File: src/rtl/dsadc_pkg.sv
package dsadc_pkg;

    // Sequencer phases, in the order a conversion walks through them.
    typedef enum logic [2:0] {
        PH_IDLE,
        PH_DISCHG,
        PH_GAP_UP,
        PH_RUNUP,
        PH_GAP_DN,
        PH_RUNDN
    } phase_e;

    // One bit per analog switch.
    typedef struct packed {
        logic dischg;
        logic inp;
        logic refp;
        logic refn;
    } sw_sel_t;

    // Switch selection for a phase; both gap phases select nothing.
    function automatic sw_sel_t sel_for(input phase_e ph, input logic neg);
        sw_sel_t s;
        s = '0;
        case (ph)
            PH_DISCHG: s.dischg = 1'b1;
            PH_RUNUP:  s.inp    = 1'b1;
            PH_RUNDN: begin
                s.refn = neg;
                s.refp = ~neg;
            end
            default:   s = '0;
        endcase
        return s;
    endfunction

endpackage

File: src/rtl/dsadc_sync.sv
module dsadc_sync #(
    parameter int WIDTH  = 2,
    parameter int STAGES = 2
) (
    input  logic             clk,
    input  logic             rst_n,
    input  logic [WIDTH-1:0] async_i,
    output logic [WIDTH-1:0] sync_o
);

    logic [WIDTH-1:0] stg_d [STAGES];
    logic [WIDTH-1:0] stg_q [STAGES];

    always_comb begin
        stg_d[0] = async_i;
        for (int i = 1; i < STAGES; i++) begin
            stg_d[i] = stg_q[i-1];
        end
    end

    always_ff @(posedge clk or negedge rst_n) begin
        if (!rst_n) begin
            for (int i = 0; i < STAGES; i++) begin
                stg_q[i] <= '0;
            end
        end else begin
            for (int i = 0; i < STAGES; i++) begin
                stg_q[i] <= stg_d[i];
            end
        end
    end

    assign sync_o = stg_q[STAGES-1];

endmodule

File: src/rtl/dsadc_seq.sv
module dsadc_seq
    import dsadc_pkg::*;
#(
    parameter int RES_BITS   = 8,
    parameter int RST_CYCLES = 16
) (
    input  logic                clk,
    input  logic                rst_n,
    input  logic                start_i,
    input  logic                zero_sync_i,
    input  logic                neg_sync_i,
    output sw_sel_t             sw_o,
    output logic                fin_o,
    output logic                ovr_o,
    output logic                neg_o,
    output logic [RES_BITS-1:0] res_o
);

    localparam int FS  = 1 << RES_BITS;
    localparam int TOP = (RST_CYCLES > FS) ? RST_CYCLES : FS;
    localparam int CW  = $clog2(TOP) + 1;
    localparam logic [CW-1:0] RST_LAST = CW'(RST_CYCLES - 1);
    localparam logic [CW-1:0] FS_LAST  = CW'(FS - 1);

    typedef struct packed {
        phase_e              ph;
        logic [CW-1:0]       cnt;
        logic                neg;
        sw_sel_t             sw;
        logic                fin;
        logic                ovr;
        logic [RES_BITS-1:0] res;
    } seq_t;

    seq_t st_d, st_q;

    always_comb begin
        st_d     = st_q;
        st_d.fin = 1'b0;
        st_d.ovr = 1'b0;
        case (st_q.ph)
            PH_IDLE: begin
                if (start_i) begin
                    st_d.ph  = PH_DISCHG;
                    st_d.cnt = '0;
                end
            end
            PH_DISCHG: begin
                if (st_q.cnt == RST_LAST) begin
                    st_d.ph  = PH_GAP_UP;
                    st_d.cnt = '0;
                end else begin
                    st_d.cnt = st_q.cnt + CW'(1);
                end
            end
            PH_GAP_UP: begin
                st_d.ph  = PH_RUNUP;
                st_d.cnt = '0;
            end
            PH_RUNUP: begin
                if (st_q.cnt == FS_LAST) begin
                    st_d.ph  = PH_GAP_DN;
                    st_d.cnt = '0;
                end else begin
                    st_d.cnt = st_q.cnt + CW'(1);
                end
            end
            PH_GAP_DN: begin
                st_d.neg = neg_sync_i;
                st_d.ph  = PH_RUNDN;
                st_d.cnt = '0;
            end
            PH_RUNDN: begin
                if (zero_sync_i) begin
                    st_d.fin = 1'b1;
                    st_d.res = st_q.cnt[RES_BITS-1:0];
                    st_d.ph  = PH_IDLE;
                end else if (st_q.cnt == FS_LAST) begin
                    st_d.fin = 1'b1;
                    st_d.ovr = 1'b1;
                    st_d.res = '1;
                    st_d.ph  = PH_IDLE;
                end else begin
                    st_d.cnt = st_q.cnt + CW'(1);
                end
            end
            default: st_d.ph = PH_IDLE;
        endcase
        st_d.sw = sel_for(st_d.ph, st_d.neg);
    end

    always_ff @(posedge clk or negedge rst_n) begin
        if (!rst_n) begin
            st_q    <= '0;
            st_q.ph <= PH_IDLE;
        end else begin
            st_q <= st_d;
        end
    end

    assign sw_o  = st_q.sw;
    assign fin_o = st_q.fin;
    assign ovr_o = st_q.ovr;
    assign neg_o = st_q.neg;
    assign res_o = st_q.res;

    // a live selection is only ever followed by itself or by nothing
    p_bbm_r3: assert property (@(posedge clk) disable iff (!rst_n)
        (st_q.sw != '0 && $past(st_q.sw) != '0) |-> st_q.sw == $past(st_q.sw));

    // the run-up timer advances by one each cycle it stays in run-up
    p_runup_step_r4: assert property (@(posedge clk) disable iff (!rst_n)
        (st_q.ph == PH_RUNUP && $past(st_q.ph) == PH_RUNUP)
        |-> st_q.cnt == $past(st_q.cnt) + CW'(1));

    // polarity used in run-down is the synchronized bit at run-up end
    p_polarity_r5: assert property (@(posedge clk) disable iff (!rst_n)
        (st_q.ph == PH_RUNDN && $past(st_q.ph) == PH_GAP_DN)
        |-> st_q.neg == $past(neg_sync_i));

    // a synchronized crossing ends run-down with a normal result
    p_stop_on_zero_r6: assert property (@(posedge clk) disable iff (!rst_n)
        (st_q.ph == PH_RUNDN && zero_sync_i)
        |=> (st_q.ph == PH_IDLE && st_q.fin && !st_q.ovr));

    // out of range only after the last permitted run-down cycle
    p_ovr_cap_r7: assert property (@(posedge clk) disable iff (!rst_n)
        (st_q.fin && st_q.ovr)
        |-> ($past(st_q.ph) == PH_RUNDN && $past(st_q.cnt) == FS_LAST));

    // a running conversion is never diverted out of run-up
    p_order_r9: assert property (@(posedge clk) disable iff (!rst_n)
        ($past(st_q.ph) == PH_RUNUP)
        |-> (st_q.ph == PH_RUNUP || st_q.ph == PH_GAP_DN));

endmodule

File: src/rtl/dsadc_result.sv
module dsadc_result #(
    parameter int RES_BITS = 8
) (
    input  logic                clk,
    input  logic                rst_n,
    input  logic                fin_i,
    input  logic                ovr_i,
    input  logic                neg_i,
    input  logic [RES_BITS-1:0] res_i,
    output logic                done_o,
    output logic [RES_BITS-1:0] mag_o,
    output logic                sign_o,
    output logic                ovr_o
);

    typedef struct packed {
        logic                done;
        logic [RES_BITS-1:0] mag;
        logic                sign;
        logic                ovr;
    } out_t;

    out_t out_d, out_q;

    always_comb begin
        out_d      = out_q;
        out_d.done = fin_i;
        if (fin_i) begin
            out_d.mag  = res_i;
            out_d.sign = neg_i;
            out_d.ovr  = ovr_i;
        end
    end

    always_ff @(posedge clk or negedge rst_n) begin
        if (!rst_n) begin
            out_q <= '0;
        end else begin
            out_q <= out_d;
        end
    end

    assign done_o = out_q.done;
    assign mag_o  = out_q.mag;
    assign sign_o = out_q.sign;
    assign ovr_o  = out_q.ovr;

    // done never lasts two cycles
    p_done_single_r8: assert property (@(posedge clk) disable iff (!rst_n)
        out_q.done |=> !out_q.done);

    // the result fields only move together with done
    p_hold_r8: assert property (@(posedge clk) disable iff (!rst_n)
        !out_q.done |-> ($stable(out_q.mag) && $stable(out_q.sign) && $stable(out_q.ovr)));

endmodule

File: src/rtl/dsadc_ctrl.sv
module dsadc_ctrl
    import dsadc_pkg::*;
#(
    parameter int RES_BITS    = 8,
    parameter int RST_CYCLES  = 16,
    parameter int SYNC_STAGES = 2
) (
    input  logic                clk,
    input  logic                rst_n,
    input  logic                start_i,
    input  logic                zero_cmp_i,
    input  logic                integ_neg_i,
    output logic                sw_dischg_o,
    output logic                sw_inp_o,
    output logic                sw_refp_o,
    output logic                sw_refn_o,
    output logic                done_o,
    output logic [RES_BITS-1:0] mag_o,
    output logic                sign_o,
    output logic                ovr_o
);

    logic [1:0]          status_sync;
    sw_sel_t             sw_sel;
    logic                fin;
    logic                fin_ovr;
    logic                fin_neg;
    logic [RES_BITS-1:0] fin_res;

    dsadc_sync #(
        .WIDTH  (2),
        .STAGES (SYNC_STAGES)
    ) i_sync (
        .clk     (clk),
        .rst_n   (rst_n),
        .async_i ({zero_cmp_i, integ_neg_i}),
        .sync_o  (status_sync)
    );

    dsadc_seq #(
        .RES_BITS   (RES_BITS),
        .RST_CYCLES (RST_CYCLES)
    ) i_seq (
        .clk         (clk),
        .rst_n       (rst_n),
        .start_i     (start_i),
        .zero_sync_i (status_sync[1]),
        .neg_sync_i  (status_sync[0]),
        .sw_o        (sw_sel),
        .fin_o       (fin),
        .ovr_o       (fin_ovr),
        .neg_o       (fin_neg),
        .res_o       (fin_res)
    );

    dsadc_result #(
        .RES_BITS (RES_BITS)
    ) i_result (
        .clk    (clk),
        .rst_n  (rst_n),
        .fin_i  (fin),
        .ovr_i  (fin_ovr),
        .neg_i  (fin_neg),
        .res_i  (fin_res),
        .done_o (done_o),
        .mag_o  (mag_o),
        .sign_o (sign_o),
        .ovr_o  (ovr_o)
    );

    assign sw_dischg_o = sw_sel.dischg;
    assign sw_inp_o    = sw_sel.inp;
    assign sw_refp_o   = sw_sel.refp;
    assign sw_refn_o   = sw_sel.refn;

endmodule

File: config.mk
export PLATFORM = sky130hd
export DESIGN_NAME = dsadc_ctrl
export DESIGN_NICKNAME = d
export VERILOG_FILES = /design/src/rtl/dsadc_pkg.sv /design/src/rtl/dsadc_sync.sv /design/src/rtl/dsadc_seq.sv /design/src/rtl/dsadc_result.sv /design/src/rtl/dsadc_ctrl.sv
export SDC_FILE = /design/constraint.sdc
export NUM_CORES = 1
export LEC_CHECK = 0
export ABC_AREA = 1
export BUFFER_PORTS_ARGS = -buffer_cell sky130_fd_sc_hd__buf_2
export CAP_MARGIN = 20
export CORE_AREA = 2 2 66 68
export DETAILED_ROUTE_END_ITERATION = 10
export DIE_AREA = 0 0 68 70
export PLACE_DENSITY_LB_ADDON = 0.15
export SLEW_MARGIN = 10
export SYNTH_ARGS = -nofsm -noshare
export SYNTH_HDL_FRONTEND = slang
export SYNTH_SLANG_ARGS = --single-unit
File: constraint.sdc
create_clock -name clk -period 1.8 [get_ports clk]
set_input_delay 0 -clock clk [delete_from_list [all_inputs] [get_ports clk]]
set_output_delay 0 -clock clk [all_outputs]
set_load 0.03 [all_outputs]
# [Yosys cells after proc, flatten, opt, wreduce, memory -nomap -nowiden]
# Cells that the tools add are included.
# Widths: inputs -> output; s select.
[totals] ff_bits=42 out_inout_bits=15 elab_cells=57
[op_classes] n_addsub=1 eq_ne=13 muxes=20 bitwise_logic=1 n_reduce_logical=6
[ops] cell="$pmux 9 s5" n=1
[ops] cell="$mux 9" n=4
[ops] cell="$mux 10" n=2
[ops] cell="$pmux 3 s6" n=1
[ops] cell="$mux 12" n=1
[ops] cell="$mux 3" n=4
[ops] cell="$add 9x1->9 const B" n=1
[ops] cell="$eq 3x2->1 const B" n=3
[ops] cell="$eq 3x3->1 const B" n=3
[ops] cell="$eq 9x4->1 const B" n=1
[ops] cell="$eq 9x8->1 const B" n=1
[ops] cell="$mux 8" n=1
[ops] cell="$eq 3x1->1 const B" n=2
[ops] cell="$ne 2x2->1 const B" n=3
[ops] cell="$mux 1" n=5
[ops] cell="$reduce_bool 5->1" n=1
[ops] cell="$reduce_and 4->1" n=1
[ops] cell="$logic_not 3->1" n=1
[ops] cell="$mux 2" n=1
[ops] cell="$reduce_and 2->1" n=1
[ops] cell="$reduce_bool 2->1" n=1
[ops] cell="$reduce_or 2->1" n=1
[ops] cell="$not 1->1" n=1

# [Longest topological paths before layout]
# Gate-level depths: netlist of run 1.
[depth] word_depth=6 ltp_mapped=14 mapped_depth_nobuf=14

# [By module]
# From an unflattened synthesis of run 1, not the netlist that was laid out.
[hier_totals] cells_unflattened=235 area_unflattened_um2=2028.2
[modules_own_cells] module="dsadc_seq" instances=1 cells_per_inst=188 area_per_inst_um2=1525.2 seq_area_each_um2=675.6
[modules_own_cells] module="dsadc_result" instances=1 cells_per_inst=43 area_per_inst_um2=402.9 seq_area_each_um2=275.3
[modules_own_cells] module="dsadc_sync" instances=1 cells_per_inst=4 area_per_inst_um2=100.1 seq_area_each_um2=100.1

# [Worst setup path before layout of run 1]
# OpenSTA, ideal clock, no wires.
[synth_timing] kind="reg2reg" start="register i_seq.st_q[15] (netlist bit)" end="register i_seq.st_q[19] (netlist bit)" setup_time_ns=0.071 t_arrival_ns=1.804 required_ns=1.729 slack_ns=-0.076 path_stages_with_launch=14 synth_period_minus_slack_ns=1.876 path_cell_list="dfrtp_1 > ha_1 > nand2_1 > nor2_1 > nand3_1 > inv_1 > ha_1 > nor2_4 > inv_1 > nand2_2 > nand3_4 > o21ai_0 > nand2_1 > nor2_1"
[synth_between] elab_chain_len=4 word_cells_on_any_way=10 cone_classes="1 x add/sub; 3 x eq/ne; 5 x mux; 1 x reduce/logical"
[synth_rtl] element="from (decl)" line_no="dsadc_seq.sv:35" rtl="seq_t st_d, st_q;"
[synth_rtl] element="from (signal assigned)" line_no="dsadc_seq.sv:97" rtl="st_q <= st_d;"
[synth_rtl] element="$add 9x1->9" line_no="dsadc_seq.sv:53, dsadc_seq.sv:65, dsadc_seq.sv:84"
[synth_rtl] element="$mux 9" line_no="dsadc_seq.sv:78" rtl="end else if (st_q.cnt == FS_LAST) begin"
[synth_rtl] element="$mux 9" line_no="dsadc_seq.sv:74" rtl="if (zero_sync_i) begin"
[synth_rtl] element="$pmux 9 s5" line_no="dsadc_seq.sv:41" rtl="case (st_q.ph)"
# Several ways; a longest one is shown, not always the timed one. The select of a mux whose other input is x is not followed.
# A chain may end at the register's enable or synchronous reset.

# [Final worst setup path of run 1]
[layout_timing] start="register i_seq.st_q[15] (netlist bit)" end="register i_seq.st_q[18] (netlist bit)"
# The elaborated chain is that of the path after synthesis.

==> results of run 1 <==
worst max-delay path: stages, from the launching register on:
cell     delay, ps
dfrtp_1        390
ha_2           200
nand2_2         70
nor2_2          50
nand3_2         70
inv_2           50
ha_4           160
nor2_4         150
inv_2           60
nand2_2         90
nand3_4        130
nor2_4         130
nand2_1         70
nand2_1         60
nor2_1          30
final timing paths:
path	slack, ps	from	cells past startpoint	endpoint
worst max register to register	-9	i_seq.st_q[15]$_DFFE_PN0P_	14	i_seq.st_q[18]$_DFFE_PN0P_
min in group asynchronous	290	rst_n	3	i_seq.fin_o$_DFF_PN0_
worst min-delay path	4	start_i	3	i_seq.sw_o[3]$_DFF_PN0_
max in group asynchronous	1160	rst_n	3	i_seq.res_o[1]$_DFFE_PN0P_
worst max-delay path	-9	i_seq.st_q[15]$_DFFE_PN0P_	14	i_seq.st_q[18]$_DFFE_PN0P_
worst min register to register	350	i_sync.stg_d[1]$_DFF_PN0_	0	i_sync.sync_o[1]$_DFF_PN0_
kinds of logic after synthesis:
kind of cell,after synthesis,share of synthesized area [%]
xor+xnor,1,0.455
compound gates,19,5.33
fa+ha+maj,3,1.95
flops,42,54.6
buf+inv,31,6.05
mux,7,4.10
simple gates,103,27.5
sequential cells by signal, indices dropped and copies added (netlist names):
| signal | flops |
|---|---|
| i_seq.st_q | 12 |
| i_result.mag_o | 8 |
| i_seq.res_o | 8 |
| i_seq.sw_o | 4 |
| i_sync.stg_d | 2 |
| i_sync.sync_o | 2 |
| i_result.done_o | 1 |
| i_result.ovr_o | 1 |
| i_result.sign_o | 1 |
| i_seq.fin_o | 1 |
| i_seq.neg_o | 1 |
| i_seq.ovr_o | 1 |
where the power goes:
group          switching, mW  internal (mW)
registers            0.00271          0.947
clock network          0.316          0.591
logic                 0.0231         0.0104
total                  0.341           1.55
timing repair:
| action | 4_1_cts | 5_1_grt |
|---|---|---|
| gates resized for setup | 11 | 9 |
| hold endpoints to repair | 44 | 0 |
| setup endpoints to repair | 9 | 13 |
| buffers inserted | 5 | 3 |
| pin swaps | 11 | 9 |
| hold buffers | 3 | 0 |
| cloned | 0 | 0 |
final cells by class:
type / count / area [um2]
multi-input cells: 133 / 832
fillers: 342 / 1650
repair buffers: 44 / 294
clock buffers: 6 / 82.6
inverters: 30 / 113
clock inverters: 2 / 60.1
well taps: 52 / 65.1
flip-flops and latches: 42 / 1050
routing by layer:
layer  global-route usage [%]  share of wire (%)
met1                     25.2                 46
met2                     29.7                 49
met3                     5.80                3.9
met4                     7.11                1.3
met5                        0                  0
placed cells by master, fill, tap and decap left out, drive strengths merged, types with 2 or more instances in the layout:
master        n
o21ai         5
nand3        16
nand2        46
nor3          4
ha            3
dlygate4sd3   3
nor2         31
a21oi        11
buf          41
clkbuf        6
bufinv        2
inv          30
nand4         5
mux2          7
dfrtp        42
metrics by stage:
step | util [%] | cells | setup TNS (ps) | hold WS (ps) | setup slack (ps)
6_report | 60.3 | 309 | -8.64 | 3.53 | -8.64
3_5_place_dp | 52.9 | 290 | -395 | 91.4 | -77.1
4_1_cts | 58.8 | 306 | -58.2 | 2.75 | -26.8
5_1_grt | 60.3 | 309 | -564 | 16.3 | -84.7
2_1_floorplan | - | 206 | 0 | -296 | 14.3
3_3_place_gp | 52.9 | 290 | 0 | 99.9 | 1.02
==> out/results.ini, run 1 <==
[status]
status = finished, violations left
failed_checks = negative setup slack

[critical_path]
critPathLaunchType = flip-flop
endpoint_kind = flip-flop
worst_ep_required_time_ps = 1990
crit_path_max_fanout = 7
arrival_ps = 2000
path_class = reg -> reg

[cells_and_area]
num_antenna_cells = 0
layout-area-overhead-vs-synth_pct = 29.8
fin_nets = 264
drive_gt1_share_pct = 35.4
fin_area_um2 = 2500

[drt]
via_per_inst = 4.91
first_pass_iters = 4
drtIter0Drc = 110
wl_per_cell_um = 12.8
drc = 0
vias = 1518
drt-total-wl_um = 3950
drt.antenna.violating_nets = 0

[power_and_ir_drop]
power.density_nw_per_um2 = 757
finalPower_mw = 1.89
peakVddDrop_mv = 0.382
p_leak_nw = 1.34

[clocking]
cts_tree = done
clock_latency_ps = 300
clock-sinks = 42
htree_levels = 2
cts-root-buf = clkbuf_8
clockBufferDepth = 2
cts_made_buffers = 5
clk_pin_slew_ps = 80

[sta]
setup_violations = 1
slew_violations = 0
max_slew.worst_pin.slew_ps = 508
period_needed_ps = 1810
finClkSkew_ps = 10.4
fin_crit_sh_pct = 100
max_slew_margin_pct = 66.1
hold_viol_final = 0
worst_slack_ps = -8.64
max_freq_mhz = 553
rsz0062_at_grt = true

[yosys]
synth.yosys.seq_area_share_pct = 54.6
syn-num-nets = 214
syn_inst = 206
synth-edff-count = 0
synth_commonest_cells = nand2_1, dfrtp_1, inv_1
synthesis.area_um2 = 1920
yosys.area.top_type = dfrtp_1
synth.area.top_cells = dfrtp_1, nand2_1, inv_1, nor2_1, mux2_2
ys.flop_type = dfrtp_1
synth_cell_type_count = 26
yosysMostFrequentCell = nand2_1
synth.top_cell.area_share_pct = 54.6
syn_area_per_cell_um2 = 9.34
async_flop_share_pct = 100
ys_ff_latch = 42
yosysWarningCount = 0

[floorplanning]
start_util_pct = 46.4
io_pins = 20
die-area_um2 = 4760
die_height_um = 70
core_area_um2 = 4140
row_count = 24
die_w_um = 68

[grt]
grt_antenna_before_repair = 0
grt_pass1_vias = 1493
overflow = 0
grt_usage_pct = 19.2
grt_first_pass_wirelength_um = 6760
grt_max_degree = 43

[run]
cap_violations = 0

[placement]
hpwl_um = 2830
place.gp.congestion = 0.787
dpl_cell_area_um2 = 2190
io_buffers = 19

[hold_path]
hp-class = in -> reg

Note: power is estimated with default switching activity, not from simulation.
==> inputs of run 2 (changes only) <==
--- a/config.mk
+++ b/config.mk
@@ -8,9 +8,9 @@
 export ABC_AREA = 1
 export BUFFER_PORTS_ARGS = -buffer_cell sky130_fd_sc_hd__buf_2
 export CAP_MARGIN = 20
-export CORE_AREA = 2 2 66 68
+export CORE_AREA = 2 2 64 66
 export DETAILED_ROUTE_END_ITERATION = 10
-export DIE_AREA = 0 0 68 70
+export DIE_AREA = 0 0 66 68
 export PLACE_DENSITY_LB_ADDON = 0.15
 export SLEW_MARGIN = 10
 export SYNTH_ARGS = -nofsm -noshare
==> out/results.ini, run 2 (synthesis results as in run 1) <==
[clocking]
htree_levels = 2  ; unchanged
clk_pin_slew_ps = 80  ; about the same
clock-sinks = 42  ; unchanged
clock_latency_ps = 290  ; about the same
clockBufferDepth = 2  ; unchanged
cts_tree = done
cts-root-buf = clkbuf_8
cts_made_buffers = 5  ; unchanged

[grt]
grt_usage_pct = 19.2  ; -0.039 points
grt_max_degree = 19  ; -56%
grt_antenna_before_repair = 0  ; unchanged
overflow = 0  ; unchanged
grt_pass1_vias = 1466  ; -1.8%
grt_first_pass_wirelength_um = 6430  ; -4.9%

[drt]
met2WireLength_um = 1800  ; -7.3%
dr_wl_met3_um = 175  ; +14%
via_per_inst = 5.03  ; +2.4%
wl_met1_um = 1790  ; -0.61%
first_pass_iters = 5  ; +1
drc = 0  ; unchanged
drt-total-wl_um = 3870  ; -2.0%
routed.top_layer = met4
vias = 1549  ; +2.0%
drtIter0Drc = 84  ; -24%
drt.antenna.violating_nets = 0  ; unchanged
wl_per_cell_um = 12.6  ; -1.7%

[sta]
max_slew.worst_pin.slew_ps = 479  ; -28.5 ps
worst_slack_ps = -29.6  ; -20.9 ps
setup_tns_ps = -66.1  ; -57.5 ps
max_freq_mhz = 547  ; -1.1%
rsz0062_at_grt = true
hold_viol_final = 0  ; unchanged
setup_violations = 5  ; +4
max_slew_margin_pct = 68.0  ; +1.9 points
slew_violations = 0  ; unchanged
fin_crit_sh_pct = 102  ; +1.2 points
finClkSkew_ps = 6.16  ; -4.22 ps
period_needed_ps = 1830  ; +20.9 ps

[critical_path]
critPathLaunchType = flip-flop
path_cells = ha_2 -> nand2_2 -> nor2_2 -> nand3_2 -> inv_2 -> ha_4 -> nor2_4 -> inv_2 -> nand2_2 -> nand3_4 -> buf_4 -> nand2_1 -> nand2_1
r2r_slack_ps = -30  ; -20 ps
critical_path.max_stage_delay_ps = 400  ; about the same
arrival_ps = 2010  ; about the same
crit_path_max_fanout = 7  ; unchanged
path_delay_family = simple AND/OR/NAND/NOR gates
cp_slowest_cell = dfrtp_1
path_class = reg -> reg
endpoint_kind = flip-flop
worst_ep_required_time_ps = 1990  ; about the same
path_buf_inv = 3  ; +1

[floorplanning]
row_count = 23  ; -4.2%
die-area_um2 = 4490  ; -5.7%
io_pins = 20  ; unchanged
die_height_um = 68  ; -2.9%
die_w_um = 66  ; -2.9%
start_util_pct = 49.9  ; +3.5 points
core_area_um2 = 3860  ; -6.9%

[placement]
place.gp.congestion = 0.839  ; +6.6%
io_buffers = 19  ; unchanged
dpl_cell_area_um2 = 2200  ; +0.23%
hpwl_um = 2860  ; +0.84%
place_inst = 289  ; -0.34%

[cells_and_area]
largest_reg_flops = 12  ; unchanged
drive_gt1_share_pct = 33.3  ; -2.1 points
layout_common_cells = dfrtp_1, nand2_1, inv_1
layout_commonest_cell = dfrtp_1
fin_area_um2 = 2450  ; -1.8%
layout-area-overhead-vs-synth_pct = 27.4
fin_nets = 265  ; +0.38%
num_antenna_cells = 0  ; unchanged
postLayoutCoreUtil_pct = 63.6  ; +3.3 points
regMostFlops = i_seq.st_q
instances_no_fill = 308  ; -0.32%

[power_and_ir_drop]
p_leak_nw = 1.32  ; -1.7%
power.density_nw_per_um2 = 699  ; -7.6%
peakVddDrop_mv = 0.315  ; -18%

[status]
failed_checks = negative setup slack
status = finished, violations left

[hold_path]
hp-class = in -> async

[run]
cap_violations = 0  ; unchanged

-- run 2: changes by cell type in the layout (fill, tap and decap cells not counted), sizes merged --
cell / before / now
bufinv: 2 / 1
clkinvlp: 0 / 1
dlygate4sd3: 3 / 4
-- run 2: repair_timing --
action / in CTS / in global routing
pin swaps: 7 / 8
hold buffers: 4 / 0
setup endpoints to repair: 8 / 12
buffers inserted: 4 / 3
gates resized for setup: 10 / 5
endpoints found under the hold margin: 45 / 0
-- run 2: path summary, 6_finish.rpt --
kind,start,end,depth (start not counted)
max,i_seq.st_q[16]$_DFFE_PN0P_,i_seq.st_q[16]$_DFFE_PN0P_,13
min in group clk,zero_cmp_i,i_sync.stg_d[1]$_DFF_PN0_,2
max reg2reg,i_seq.st_q[16]$_DFFE_PN0P_,i_seq.st_q[16]$_DFFE_PN0P_,13
max in group asynchronous,rst_n,i_sync.stg_d[1]$_DFF_PN0_,3
min,rst_n,i_result.mag_o[0]$_DFFE_PN0P_,2
min reg2reg,i_sync.stg_d[0]$_DFF_PN0_,i_sync.sync_o[0]$_DFF_PN0_,0
-- run 2: through the flow --
stage	hold slack, ps	total power, mW	setup WS, ps
after global routing	182	1.78	-113
after detailed placement	-64.9	1.00	-82.6
final	151	1.71	-29.6
after floorplan	-296	0.973	14.3
after global placement	-63.2	1.00	-0.824
after CTS	153	1.74	-22.2
-- run 2: cell type report --
class | count | area [um2]
fillers | 337 | 1400
flip-flops and latches | 42 | 1050
multi-input cells | 133 | 812
repair buffers | 45 | 304
inverters | 30 | 113
clock buffers | 6 | 72.6
well taps | 50 | 62.6
clock inverters | 2 | 37.5
-- run 2: metal layers --
metal  track usage, %  up-vias
met5                0        -
met4             6.89        0
met3             4.93       13
met2             32.7       40
met1             23.7      731
li1                 -      765
-- run 2: worst register-to-register path: stages (launching register included) --
cell and delay, ps:
dfrtp_1 400, ha_2 190, nand2_2 80, nor2_2 60, nand3_2 70, inv_2 40
ha_4 160, nor2_4 150, inv_2 60, nand2_2 90, nand3_4 140, buf_4 180
nand2_1 50, nand2_1 50
-- run 2: report_power, final --
group / internal (mW) / leakage [nW] / switching (mW) / total [mW]
Sequential: 0.947 / 0.548 / 0.00274 / 0.950
Combinational: 0.0132 / 0.723 / 0.0240 / 0.0373
Clock: 0.414 / 0.0514 / 0.314 / 0.728
Total: 1.37 / 1.32 / 0.341 / 1.71
==> inputs of run 3 (changes only) <==
==> constraint.sdc (replaced) <==
create_clock -name clk -period 2 [get_ports clk]
set_input_delay 0 -clock clk [delete_from_list [all_inputs] [get_ports clk]]
set_output_delay 0 -clock clk [all_outputs]
set_load 0.03 [all_outputs]
==> out/results.ini, run 3 (synthesis results as in run 1) <==
[drt]
drt-total-wl_um = 3760  ; -2.8%
wl_per_cell_um = 12.7  ; +1.5%
drt.antenna.violating_nets = 0  ; unchanged
via_per_inst = 4.99  ; -0.72%
vias = 1473  ; -4.9%
first_pass_iters = 5  ; unchanged
drtIter0Drc = 83  ; -1.2%
drc = 0  ; unchanged

[hold_path]
min_from = start_i
hp-class = in -> reg
min_path_cells = 3
hold_end = i_seq.sw_o[3]$_DFF_PN0_

[power_and_ir_drop]
internal-power_mw = 1.14  ; -17%
finalPower_mw = 1.45  ; -15%
p_clk_share_pct = 39.1  ; -3.3 points
peakVddDrop_mv = 0.327  ; +4.0%
power.density_nw_per_um2 = 626  ; -11%
power_switching_uw = 313  ; -8.3%
p_leak_nw = 1.26  ; -4.5%
sw_frac_of_total_pct = 21.6  ; +1.7 points
pwr-share-comb_pct = 2.0  ; -0.2 points
seq_power_share_pct = 58.9  ; +3.5 points

[cells_and_area]
drive_gt1_share_pct = 29.8  ; -3.5 points
instances_no_fill = 295  ; -4.2%
regMostFlops = i_seq.st_q
layout-area-overhead-vs-synth_pct = 20.4
layout_commonest_cell = dfrtp_1
num_antenna_cells = 0  ; unchanged
fin_nets = 252  ; -4.9%
largest_reg_flops = 12  ; unchanged
postLayoutCoreUtil_pct = 60.1  ; -3.5 points
layout_common_cells = dfrtp_1, nand2_1, inv_1

[placement]
hpwl_um = 2680  ; -6.0%
place.gp.congestion = 0.880  ; +4.9%
place_inst = 279  ; -3.5%
io_buffers = 19  ; unchanged

[sta]
hold_viol_final = 0  ; unchanged
slew_violations = 0  ; unchanged
fin_crit_sh_pct = 95.5  ; -6.1 points
max_freq_mhz = 523  ; -4.2%
setup_tns_ps = 0  ; +66.1 ps
setup_violations = 0  ; -5
hold_ws_ps = 16.5  ; -134 ps
finClkSkew_ps = 5.07  ; -1.09 ps
period_needed_ps = 1910  ; +80.9 ps
max_slew_margin_pct = 39.6  ; -28 points
max_slew.worst_pin.slew_ps = 906  ; +426 ps

[critical_path]
arrival_ps = 2110  ; +100 ps
r2r-start = i_seq.st_q[16]$_DFFE_PN0P_
endpoint_kind = flip-flop
critPathLaunchType = flip-flop
worst_ep_required_time_ps = 2200  ; +210 ps
path_class = reg -> reg
critical_path.max_stage_delay_ps = 390  ; about the same
path_cells = ha_2 -> nand2_2 -> nor2_2 -> nand3_1 -> inv_2 -> ha_4 -> nor2_4 -> inv_2 -> nand2_4 -> nand3_4 -> nor2_4 -> nand2_2 -> nand2_1 -> nor2_1
crit_path_max_fanout = 6  ; -1
cp_slowest_cell = dfrtp_1
r2r_end = i_seq.st_q[18]$_DFFE_PN0P_
r2r_slack_ps = 90  ; +120 ps
cp-startpoint = i_seq.st_q[16]$_DFFE_PN0P_
r2r_cells = 14  ; +1

[grt]
grt_pass1_vias = 1373  ; -6.3%
overflow = 0  ; unchanged
grt_max_degree = 43  ; +24
grt_antenna_before_repair = 0  ; unchanged
met3_usage_pct = 4.61  ; -0.33 points
grt_usage_pct = 19.2  ; +0.059 points
met2_usage_pct = 30.2  ; -2.5 points
grt-busiest-layer = met2
grt_first_pass_wirelength_um = 6390  ; -0.64%
use_met1_pct = 25.3  ; +1.5 points

[clocking]
clock_latency_ps = 300  ; about the same
clockBufferDepth = 2  ; unchanged
clock-sinks = 42  ; unchanged
cts_made_buffers = 5  ; unchanged
cts-root-buf = clkbuf_8
htree_levels = 2  ; unchanged
clk_pin_slew_ps = 80  ; about the same
cts_tree = done

[floorplanning]
row_count = 23  ; unchanged
die_height_um = 68  ; unchanged
io_pins = 20  ; unchanged
die-area_um2 = 4490  ; unchanged
core_area_um2 = 3860  ; unchanged
start_util_pct = 49.9  ; unchanged
die_w_um = 66  ; unchanged

[run]
cap_violations = 0  ; unchanged

[status]
status = finished clean

-- run 3: worst max-delay path: cells and delay by family, from the launching register on --
kind	cells	cell delay, ps
simple gates	10	910
flops	1	390
fa+ha+maj	2	370
buf+inv	2	130
-- run 3: power groups by stage --
| stage | combinational (mW) | clock (mW) | sequential, mW |
|---|---|---|---|
| after CTS | 0.0299 | 0.590 | 0.855 |
| after global placement | 0.0249 | 0 | 0.871 |
| after detailed placement | 0.0250 | 0 | 0.872 |
| after floorplan | 0.00429 | 0 | 0.871 |
| final | 0.0285 | 0.567 | 0.855 |
| after global routing | 0.0338 | 0.626 | 0.855 |
-- run 3: per-stage QoR --
| step | setup slack, ps | cell area (um2) |
|---|---|---|
| finish | 89.5 | 2320 |
| global route | -20.0 | 2320 |
| CTS | 33.6 | 2250 |
| detailed placement | -28.5 | 2120 |
| global placement | 62.9 | 2120 |
| floorplan | 124 | 1920 |
-- run 3: timing repair --
item                       in CTS  in global routing
hold endpoints to repair       44                  0
cloned                          0                  0
buffers inserted                0                  5
hold buffers                    3                  0
resized for setup               5                  9
setup endpoints to repair       5                  7
pin swaps                       1                  8
-- run 3: final cells by class --
type / count / area, um2
clock buffer: 6 / 82.6
clock inverter: 2 / 12.5
fill: 338 / 1540
inverter: 30 / 113
multi-input combinational: 133 / 796
sequential: 42 / 1050
tap: 50 / 62.6
timing repair buffer: 32 / 200
-- run 3: worst max-delay path by stage --
stage                                 endpoint  slack (ps)  cells past startpoint
finish              i_seq.st_q[18]$_DFFE_PN0P_          90                     14
global route        i_seq.st_q[20]$_DFFE_PN0P_         -20                     13
CTS                 i_seq.st_q[18]$_DFFE_PN0P_          30                     14
detailed placement  i_seq.st_q[18]$_DFFE_PN0P_         -30                     13
global placement    i_seq.st_q[18]$_DFFE_PN0P_          60                     13
floorplan           i_seq.st_q[19]$_DFFE_PN0P_         120                     13
-- run 3: layer usage --
| metal | up-vias | wire length, um |
|---|---|---|
| met3 | 11 | 197 |
| met2 | 41 | 1710 |
| li1 | 736 | - |
| met5 | - | 0 |
| met1 | 685 | 1760 |
| met4 | 0 | 94 |
